$ cat src/rtl/wdog_pkg.sv
package wdog_pkg;

    localparam int RD_W    = 8;
    localparam int FIELD_W = 6;

    typedef struct packed {
        logic src_tick;   // 1: high stage steps on prescaler tick
        logic stop_lock;  // sticky stop-to-reset lock
    } wdog_ctrl_t;

    localparam wdog_ctrl_t CTRL_RESET = '{src_tick: 1'b0, stop_lock: 1'b0};

    function automatic logic [RD_W-1:0] pack_view(wdog_ctrl_t c, logic [FIELD_W-1:0] hi_top);
        return {c.src_tick, c.stop_lock, hi_top};
    endfunction

    function automatic wdog_ctrl_t merge_write(wdog_ctrl_t old, logic [1:0] wbits);
        wdog_ctrl_t n;
        n.src_tick  = wbits[1];
        n.stop_lock = old.stop_lock | wbits[0];
        return n;
    endfunction

endpackage

$ cat src/rtl/wdog_prescaler.sv
module wdog_prescaler #(
    parameter int PRE_LOG2 = 4
) (
    input  logic clk,
    input  logic rst,
    input  logic restart,
    output logic tick
);
    logic [PRE_LOG2-1:0] cnt_q;

    always_ff @(posedge clk) begin
        if (rst || restart) cnt_q <= '0;
        else                cnt_q <= cnt_q + 1'b1;
    end

    assign tick = &cnt_q;
endmodule

$ cat src/rtl/wdog_stage.sv
module wdog_stage #(
    parameter int STAGE_W = 8
) (
    input  logic               clk,
    input  logic               rst,
    input  logic               load,
    input  logic               step,
    output logic [STAGE_W-1:0] value,
    output logic               uflow
);
    logic [STAGE_W-1:0] val_q;

    always_ff @(posedge clk) begin
        if (rst || load) val_q <= '1;
        else if (step)   val_q <= val_q - 1'b1;
    end

    assign value = val_q;
    assign uflow = step && (val_q == '0);
endmodule

$ cat src/rtl/wdog_ctrl.sv
module wdog_ctrl
    import wdog_pkg::*;
(
    input  logic       clk,
    input  logic       rst,
    input  logic       wr,
    input  logic [1:0] wbits,
    output wdog_ctrl_t ctrl,
    output logic       running
);
    wdog_ctrl_t ctrl_q;
    logic       run_q;

    always_ff @(posedge clk) begin
        if (rst) begin
            ctrl_q <= CTRL_RESET;
            run_q  <= 1'b0;
        end else if (wr) begin
            ctrl_q <= merge_write(ctrl_q, wbits);
            run_q  <= 1'b1;
        end
    end

    assign ctrl    = ctrl_q;
    assign running = run_q;
endmodule

$ cat src/rtl/wdog_cascade.sv
module wdog_cascade
    import wdog_pkg::*;
#(
    parameter int STAGE_W  = 8,
    parameter int PRE_LOG2 = 4
) (
    input  logic            clk,
    input  logic            rst,
    input  logic            reg_wr,
    input  logic [RD_W-1:0] reg_wdata,
    output logic [RD_W-1:0] reg_rdata,
    input  logic            stop_req,
    output logic            wdt_rst_req
);
    localparam int TOP_LSB = STAGE_W - FIELD_W;

    wdog_ctrl_t         ctrl;
    logic               run;
    logic               tick;
    logic [STAGE_W-1:0] lo_val, hi_val;
    logic               lo_uf, hi_uf;
    logic               lo_step, hi_step;
    logic               req_q;
    logic               unused_wdata;

    assign unused_wdata = ^reg_wdata[FIELD_W-1:0];

    wdog_ctrl u_ctrl (
        .clk(clk), .rst(rst), .wr(reg_wr),
        .wbits(reg_wdata[RD_W-1:RD_W-2]),
        .ctrl(ctrl), .running(run)
    );

    wdog_prescaler #(.PRE_LOG2(PRE_LOG2)) u_pre (
        .clk(clk), .rst(rst), .restart(reg_wr), .tick(tick)
    );

    assign lo_step = run && tick;
    assign hi_step = run && (ctrl.src_tick ? tick : lo_uf);

    wdog_stage #(.STAGE_W(STAGE_W)) u_lo (
        .clk(clk), .rst(rst), .load(reg_wr), .step(lo_step),
        .value(lo_val), .uflow(lo_uf)
    );

    wdog_stage #(.STAGE_W(STAGE_W)) u_hi (
        .clk(clk), .rst(rst), .load(reg_wr), .step(hi_step),
        .value(hi_val), .uflow(hi_uf)
    );

    always_ff @(posedge clk) begin
        if (rst) req_q <= 1'b0;
        else     req_q <= (hi_uf && !reg_wr) || (stop_req && ctrl.stop_lock);
    end

    assign wdt_rst_req = req_q;
    assign reg_rdata   = pack_view(ctrl, hi_val[STAGE_W-1:TOP_LSB]);
endmodule

$ cat config.mk
export PLATFORM = sky130hd
export DESIGN_NAME = wdog_cascade
export DESIGN_NICKNAME = d
export VERILOG_FILES = /design/src/rtl/wdog_pkg.sv /design/src/rtl/wdog_prescaler.sv /design/src/rtl/wdog_stage.sv /design/src/rtl/wdog_ctrl.sv /design/src/rtl/wdog_cascade.sv
export SDC_FILE = /design/constraint.sdc
export NUM_CORES = 1
export LEC_CHECK = 0
export CAP_MARGIN = 10
export CORE_MARGIN = 3
export CORE_UTILIZATION = 50
export DETAILED_ROUTE_END_ITERATION = 10
export HOLD_SLACK_MARGIN = 0.03
export PLACE_DENSITY = 0.77
export SLEW_MARGIN = 20
export SYNTH_ARGS = -nofsm -noshare
export SYNTH_HDL_FRONTEND = slang
export SYNTH_SLANG_ARGS = --single-unit
$ cat constraint.sdc
create_clock -name clk -period 1.8 [get_ports clk]
set_input_delay 0.18 -clock clk [delete_from_list [all_inputs] [get_ports clk]]
set_output_delay 0.18 -clock clk [all_outputs]
set_load 0.03 [all_outputs]
# After elaboration in Yosys (flattened, before gate mapping)

Index checks and enable logic that the tools add are counted.

Register bits: 24
Output and inout port bits: 9
Memories: 0
Latch bits: 0
RAM bits: 0
ROM bits: 0
Logic and storage cells: 24
Input bits: 12

Div/mod/pow operators: 0
Add/subtract/negate cells: 3
Equality and inequality tests: 0
$lt $le $gt $ge: 0
Bitwise logic cells: 1
Multiply operators: 0
Shift operators: 0
Multiplexer cells: 1
Reductions and logical operators: 12

Operators by type and width:

| kind                | count |
|---|---|
| $logic_not 8->1     | 2 |
| $sub 8x1->8 const B | 2 |
| $logic_and 1x1->1   | 6 |
| $add 4x1->4 const B | 1 |
| $reduce_and 4->1    | 1 |
| $logic_or 1x1->1    | 2 |
| $logic_not 1->1     | 1 |
| $mux 1              | 1 |
| $or 1x1->1          | 1 |

# Depth between registers and ports, before layout

Gate-level depths: netlist of the first run.

Word-level depth: 8
Depth in mapped cells: 7
Gate-level depth less buffers: 6

# Cells and area by module

From an unflattened synthesis of the first run, not the netlist that was laid out.

Cell total of the unflattened synthesis: 114
Area, all modules: 1064.8 um^2

By module, submodules not included:

| module         | sequential area each (um^2) | instances | area each (um^2) | cells each |
|---|---|---|---|---|
| wdog_stage     | 160.2                       | 2         | 379.1            | 42 |
| wdog_prescaler | 80.1                        | 1         | 155.1            | 14 |
| wdog_ctrl      | 60.1                        | 1         | 90.1             | 9 |
| wdog_cascade   | 20.0                        | 1         | 61.3             | 7 |

# Worst setup path before layout of the first run

Ideal clock, no wire load.

Kind: reg2reg
From: reg u_pre.cnt_q[0]
To: reg u_lo.val_q[4], in the netlist u_lo.value[4]
Data required time: 1.671 ns
Period minus slack after synthesis: 1.489 ns
Buffers on the path: 1
Cell stages (with the launch flop): 7
Library setup time: 0.129 ns
Arrival time: 1.360 ns
Setup slack: 0.311 ns
Path through: dfxtp_1 > ha_1 > nand4_1 > clkbuf_1 > nor4b_1 > xnor2_1 > nand2_1

Longest elaborated chain between the ends: 2

Ends and longest elaborated chain:

| element                  | RTL line             | RTL |
|---|---|---|
| start: declaration       | wdog_prescaler.sv:9  | `logic [PRE_LOG2-1:0] cnt_q;` |
| start signal: assignment | wdog_prescaler.sv:13 | `else cnt_q <= cnt_q + 1'b1;` |
| $reduce_and 4->1         | wdog_prescaler.sv:16 | `assign tick = &cnt_q;` |
| $logic_and 1x1->1        | wdog_cascade.sv:38   | `assign lo_step = run && tick;` |
| end signal: assignment   | wdog_stage.sv:15     | `else if (step) val_q <= val_q - 1'b1;` |
| end: declaration         | wdog_stage.sv:11     | `logic [STAGE_W-1:0] val_q;` |

Every way passes these cells.
A chain may end at the register's enable or synchronous reset.

# Worst setup path in the final report of the first run

From: reg u_hi.val_q[5], in the netlist u_hi.value[5]
To: out reg_rdata[3]

RTL lines:

| element                  | RTL line           | RTL |
|---|---|---|
| start: declaration       | wdog_stage.sv:11   |  |
| start signal: assignment | wdog_stage.sv:15   |  |
| end: declaration         | wdog_cascade.sv:11 | `output logic [RD_W-1:0] reg_rdata,` |

No word-level cell between the ends.

==> summary.md, run 1 <==
| Metric | Value |
|---|---|
| PwrDens | 733 mW/mm² |
| Post-route ant nets | 0 |
| Relative slew slack | 67.8% |
| Fillers | 188 |
| Area Growth Syn to Fin | 16.5% |
| Maximum fanout along the worst path | 5 |
| Slew Limit Fails | 0 |
| Max_cap viols | 0 |
| Via count | 951 |
| RSZ-0062 raised after global routing | no |
| # setup viols final | 0 |
| Logic pwr share | 5.7% |
| Sw frac | 19.9% |
| Final #Nets | 159 |
| Crit share post-route | 92.8% |
| Max incr delay on CP | 0.71 ns |
| Synthesized flop and latch total | 24 |
| Crit Path Category | reg -> out |
| Achievable frequency | 599 MHz |
| Quantity of I/O buffers inserted on ports | 14 |
| Worst-path clk slew | 0.13 ns |
| # rows | 16 |
| Root Driver | clkbuf_4 |
| Seq pwr share | 55.2% |
| Pin count of the biggest net entering global routing | 19 |
| CP cell instances | clkdlybuf4s50_1 |
| Clk_skew | 0.00809 ns |
| Final hold vios | 0 |
| Worst-Margin Slew | 0.480 ns |
| DR pass1 iterations | 4 |
| Grt ovf | 0 |
| Antenna cells | 0 |
| Syn Nets | 147 |
| Share of layout cells above drive strength 1 | 9.22% |
| Clock Sinks | 24 |
| YS warnings | 0 |
| Worst Path Required | 1.62 ns |
| Post-Syn Instances | 130 |
| GRT Total Usage | 18.7% |
| Hold crit path type | in -> reg |
| Bufs and invs on worst path | 1 |
| Clk pwr share | 39.0% |
| CTS tree | yes |
| Post-synthesis sequential area ratio | 41.6% |
| Die X | 54.1 µm |
| Vias in the first global route | 895 |
| Initial detailed-routing violation count | 23 |
| Cell Area, Placed | 0.00129 mm² |
| Via density | 5.66 |
| Routed WL | 2260 µm |
| RePlAce Congestion | 0.750 |
| Library cells used by synthesis | 34 |
| Syn_area_per_cell | 8.88 µm² |
| IR drop worst, VDD | 0.995 mV |
| Pleak | 0.557 nW |
| CP endpoint kind | output pin |
| Placed insts | 164 |
| Post-route cell area | 0.00135 mm² |
| Status | completed |
| Int Power | 0.790 mW |
| Sw power | 0.196 mW |
| Routed wire per std cell | 13.5 µm |
| Clock period minus worst slack | 1.67 ns |
| Crit path DAT | 1.49 ns |
| Setup tns final | 0 ns |
| First-pass GRT wire length | 3870 µm |
| Antenna violations before repair | 0 |
| Max Root-Sink Buffers | 2 |
| Total CTS buffers | 3 |
| Clock latency on the worst-skew pair | 0.32 ns |
| Post-DP HPWL | 1680 µm |
| Crit-path slowest cell | clkdlybuf4s50_1 |
| Core area | 0.00208 mm² |
| Die Ht | 54.1 µm |
| Initial Util | 55.5% |
| Die area | 0.00292 mm² |
| Hold_ws | 0.444 ns |
| Top-level I/O count | 21 |
| Top delay family on crit path | buffers and inverters |
| Crit start category | flop |
| Residual DRC | 0 |
| Mapped Area | 0.00115 mm² |
| Post-Layout Cell Count | 168 |
| H-tree depth | 1 |
==> cell usage after synthesis (all sizes together) <==
| cell | n | area share, % |
|---|---|---|
| dfxtp | 24 | 42 |
| ha | 5 | 5.4 |
| nand3 | 10 | 4.3 |
| or3 | 1 | 0.54 |
| o211ai | 1 | 0.65 |
| and4 | 1 | 0.76 |
| nor4 | 3 | 4.2 |
| and3 | 3 | 1.6 |
| clkbuf | 3 | 0.98 |
| mux2i | 2 | 1.7 |
| nand4 | 2 | 1.1 |
| or4 | 2 | 1.3 |
| xor2 | 4 | 3.0 |
| nor4b | 1 | 0.76 |
| nor3 | 5 | 2.2 |
| nand2 | 8 | 2.6 |
| nand3b | 5 | 3.3 |
| o31ai | 2 | 1.3 |
| a21oi | 4 | 1.7 |
| a31oi | 1 | 0.54 |
| inv | 6 | 2.0 |
| xnor2 | 2 | 1.5 |
| nand4b | 1 | 0.76 |
| a31o | 1 | 0.76 |
| o21ai | 8 | 3.5 |
| o31a | 1 | 0.76 |
| or2 | 1 | 0.54 |
| buf | 8 | 5.3 |
| nor2 | 13 | 4.2 |
| and2 | 2 | 1.1 |
==> cell usage in the layout, fill, tap and decap left out, types with 2 or more instances in the layout <==
cell	n
a21oi_1	4
and2_1	2
and3_1	3
buf_4	4
clkbuf_4	3
clkdlybuf4s50_1	14
dfxtp_1	24
ha_1	5
inv_1	6
mux2i_1	2
nand2_1	8
nand3_1	10
nand3b_1	5
nand4_1	2
nor2_1	13
nor3_1	5
nor4_4	2
o21ai_0	7
o31ai_1	2
or4_1	2
xnor2_1	2
xor2_1	4
==> cell families (layout without fill, tap and decap cells) <==
logic type	count (synthesis)	count (layout)	share of synthesized area (%)
compound gates	18	18	9.21
xor+xnor	6	6	4.55
fa+ha+maj	5	5	5.42
buf+inv	17	28	8.23
flops	24	24	41.6
mux	2	2	1.73
simple gates	58	58	29.3
==> power by group through the flow <==
stage | registers [mW] | clock network [mW] | logic, mW
after detailed placement | 0.556 | 0 | 0.0565
after CTS | 0.544 | 0.398 | 0.0564
after global routing | 0.546 | 0.425 | 0.0620
final | 0.545 | 0.385 | 0.0566
after floorplan | 0.561 | 0 | 0.0232
after global placement | 0.555 | 0 | 0.0545
==> layer usage <==
metal | vias to the layer above | track usage [%] | wire length [µm]
met5 | - | 0 | 0
met3 | 2 | 6.09 | 94
met1 | 458 | 21.3 | 988
met2 | 19 | 32.5 | 1160
met4 | 0 | 6.22 | 18
li1 | 472 | - | -
==> layout make-up <==
class                           count  area (µm²)  area share [%]
Clock buffer                        3        22.5            1.67
Clock inverter                      1        30.0            2.23
Inverter                            6        22.5            1.67
Multi-Input combinational cell     89         586            43.5
Sequential cell                    24         480            35.7
Tap cell                           27        33.8            2.51
Timing Repair Buffer               18         170            12.7
==> registers in the layout (all words and copies together) (netlist names) <==
signal	count
u_ctrl.ctrl	2
u_lo.value	8
u_pre.cnt_q	4
u_hi.value	8
u_ctrl.running	1
wdt_rst_req	1
==> metrics by stage <==
step | setup slack [ns] | power (mW) | util (%)
finish | 0.129 | 0.986 | 64.6
global placement | 0.197 | 0.610 | 61.8
global route | 0.0220 | 1.03 | 64.6
floorplan | 0.311 | 0.584 | -
CTS | 0.104 | 0.999 | 64.3
detailed placement | 0.130 | 0.613 | 61.8
==> timing repair <==
item | CTS | global route
setup endpoints to repair | 0 | 1
buffers inserted | 0 | 0
gates resized for setup | 0 | 1
hold buffers | 0 | 0
==> path summary, 6_finish.rpt <==
kind / startpoint / end / slack [ns] / depth (start not counted)
worst min register to register: u_pre.cnt_q[0] / u_pre.cnt_q[0] / 0.47 / 1
worst max-delay path: u_hi.value[5] / reg_rdata[3] / 0.13 / 1
worst max register to register: u_lo.value[3] / u_hi.value[2] / 0.14 / 5
worst min-delay path: stop_req / wdt_rst_req / 0.44 / 3
(Power assumes the default switching activity.)
==> run 2: changes to the inputs <==
--- a/config.mk
+++ b/config.mk
@@ -7,10 +7,11 @@
 export LEC_CHECK = 0
 export CAP_MARGIN = 10
 export CORE_MARGIN = 3
-export CORE_UTILIZATION = 50
+export CORE_UTILIZATION = 46
 export DETAILED_ROUTE_END_ITERATION = 10
 export HOLD_SLACK_MARGIN = 0.03
-export PLACE_DENSITY = 0.77
+export PLACE_DENSITY = 0.74
+export SKIP_CTS_REPAIR_TIMING = 1
 export SLEW_MARGIN = 20
 export SYNTH_ARGS = -nofsm -noshare
 export SYNTH_HDL_FRONTEND = slang
==> constraint.sdc (replaced) <==
create_clock -name clk -period 1.4 [get_ports clk]
set_input_delay 0.14 -clock clk [delete_from_list [all_inputs] [get_ports clk]]
set_output_delay 0.14 -clock clk [all_outputs]
set_load 0.03 [all_outputs]
==> run 2 against run 1 <==
Effect of this change:
- the flow now finishes with violations (negative setup slack)
- count of clock-buffer cells in the layout unchanged
- clock skew up 0.0032 ns
- critical path depth increased by 4
- first-iteration DRC count is 39% higher
- total power grew 33%
- die area rose by 7.7%
- register-to-register slack worse by 0.29 ns
- sequential power grew 29%
- sequential share of layout area is 6.0 points lower
- via count grew 10%
- global-route usage down 2.0 points
- critical path type is now reg -> reg
- largest cell class unchanged
==> summary.md, run 2 (same netlist as run 1, synthesis figures left out) <==
| Metric | Value |
|---|---|
| Status | finished with violations |
| Failing checks | negative setup slack |
| Routed WL | 2630 µm (+16%) |
| Residual DRC | 0 (unchanged) |
| Worst Slack Setup Final | -0.146 ns (-0.275 ns) |
| Clk_skew | 0.0113 ns (+0.00317 ns) |
| Worst R2R Path Depth | 5 (unchanged) |
| IR drop worst, VDD | 0.544 mV (-45%) |
| DR pass1 iterations | 4 (unchanged) |
| Post-route ant nets | 0 (unchanged) |
| Max_cap viols | 0 (unchanged) |
| Area Growth Syn to Fin | 41.3% |
| FF-to-FF End | u_hi.value[7] |
| Relative slew slack | 77.4% (+9.6 points) |
| Root Driver | clkbuf_4 |
| # setup viols final | 7 (+7) |
| Hold crit path type | in -> reg |
| Post-DP HPWL | 1740 µm (+3.5%) |
| Achievable frequency | 647 MHz |
| Die X | 56.1 µm (+3.8%) |
| Maximum fanout along the worst path | 7 (+2) |
| Final #Nets | 184 (+16%) |
| # rows | 17 (+1) |
| Clock Sinks | 24 (unchanged) |
| Pin count of the biggest net entering global routing | 18 (-1) |
| Post-Layout Cell Count | 194 (+15%) |
| Bufs and invs on worst path | 1 (unchanged) |
| Pleak | 0.731 nW (+31%) |
| Placed insts | 187 (+14%) |
| Initial Util | 50.3% (-5.2 points) |
| Die area | 0.00315 mm² (+7.7%) |
| Clock latency on the worst-skew pair | 0.34 ns (+0.02 ns) |
| Flop2flop setup slack | -0.15 ns (-0.29 ns) |
| Most frequent cells in the layout | 25 x buf_4, 20 x dfxtp_1, 13 x nor2_1 |
| Clock period minus worst slack | 1.55 ns |
| Crit share post-route | 110% |
| First-pass GRT wire length | 4110 µm (+6.3%) |
| Grt ovf | 0 (unchanged) |
| Total CTS buffers | 3 (unchanged) |
| Quantity of I/O buffers inserted on ports | 14 (unchanged) |
| Crit Path Category | reg -> reg |
| Via density | 5.41 (-4.4%) |
| Worst-Margin Slew | 0.339 ns (-0.141 ns) |
| Antenna violations before repair | 0 (unchanged) |
| FF-to-FF Start | u_lo.value[3] |
| Max incr delay on CP | 0.46 ns (-0.25 ns) |
| Worst-path clk slew | 0.14 ns (about the same) |
| WHS Path Cells | 2 (-1) |
| RSZ-0062 raised after global routing | yes |
| Vias in the first global route | 984 (+9.9%) |
| PwrDens | 807 mW/mm² (+10%) |
| Top-level I/O count | 21 (unchanged) |
| Antenna cells | 0 (unchanged) |
| Final hold vios | 0 (unchanged) |
| Slew Limit Fails | 0 (unchanged) |
| Min-Delay Startpoint | rst |
| Core area | 0.00230 mm² (+10%) |
| Crit-path slowest cell | or4_1 |
| Routed wire per std cell | 13.5 µm (+0.45%) |
| H-tree depth | 1 (unchanged) |
| Crit start category | flop |
| Top delay family on crit path | simple AND/OR/NAND/NOR gates |
| Initial detailed-routing violation count | 32 (+39%) |
| Fillers | 173 (-8.0%) |
| Max Root-Sink Buffers | 2 (unchanged) |
| CP endpoint kind | flop |
| Commonest non-fill, non-tap cell in the layout | buf_4 |
| Via count | 1,050 (+10%) |
| Die Ht | 56.1 µm (+3.8%) |
| GRT Total Usage | 16.6% (-2.0 points) |
| Setup tns final | -0.425 ns (-0.425 ns) |
| Worst Path Required | 1.69 ns (+0.07 ns) |
| WHS Endpoint | u_ctrl.running |
| Final total power | 1.32 mW (+33%) |
| Crit path DAT | 1.84 ns (+0.35 ns) |
| CP cell instances | nor4_4 > a31oi_1 > buf_4 > or4_1 > nand3_1 |
| Share of layout cells above drive strength 1 | 30.1% (+21 points) |
| RePlAce Congestion | 0.755 (+0.77%) |
| CTS tree | yes |
run 2: routing by layer:
metal  vias to the layer above  part of all wire [%]  GRT usage [%]
met5                         -                     0              0
met4                         0                   2.4           9.15
met3                         5                   4.4           2.32
met2                        28                    50           29.9
met1                       490                    43           18.5
li1                        527                     -              -
run 2: worst max path at each step:
stage | to | cells past startpoint | slack, ns | start
after global placement | u_hi.value[7] | 5 | -0.11 | u_lo.value[6]
after detailed placement | u_hi.value[7] | 5 | -0.15 | u_lo.value[6]
after floorplan | u_hi.value[5] | 7 | -0.0006 | u_pre.cnt_q[0]
after CTS | reg_rdata[3] | 1 | -0.27 | u_hi.value[5]
after global routing | u_hi.value[7] | 5 | -0.26 | u_lo.value[3]
final | u_hi.value[7] | 5 | -0.15 | u_lo.value[3]
run 2: metrics by stage:
stage	hold slack (ns)	worst slack (ns)	cell area, µm²	utilization [%]
final	0.406	-0.146	1630	71.0
after global routing	0.430	-0.257	1630	71.0
after CTS	0.405	-0.272	1530	66.4
after detailed placement	0.471	-0.149	1470	64.2
after global placement	0.476	-0.114	1470	64.2
after floorplan	0.212	-0.000622	1170	-
run 2: cell type report:
type / instances / area (µm²) / share of cell area [%]
Multi-Input combinational cell: 89 / 638 / 39.1
Inverter: 6 / 22.5 / 1.38
Sequential cell: 24 / 485 / 29.8
Clock buffer: 3 / 22.5 / 1.38
Clock inverter: 1 / 30.0 / 1.84
Timing Repair Buffer: 43 / 398 / 24.4
Tap cell: 28 / 35.0 / 2.15
run 2: worst register-to-register path: cells and delay by family (launching register included):
family	cells	cell delay [ns]
AND/OR/NAND/NOR	3	0.86
buffers and inverters	1	0.17
AO/OA/AOI/OAI	1	0.13
flip-flops	1	0.36
run 2: power by group:
part	internal (mW)	total, mW	switching [mW]	leakage (nW)
sequential	0.693	0.701	0.00808	0.195
combinational	0.0498	0.0942	0.0445	0.508
clock	0.290	0.521	0.231	0.0279
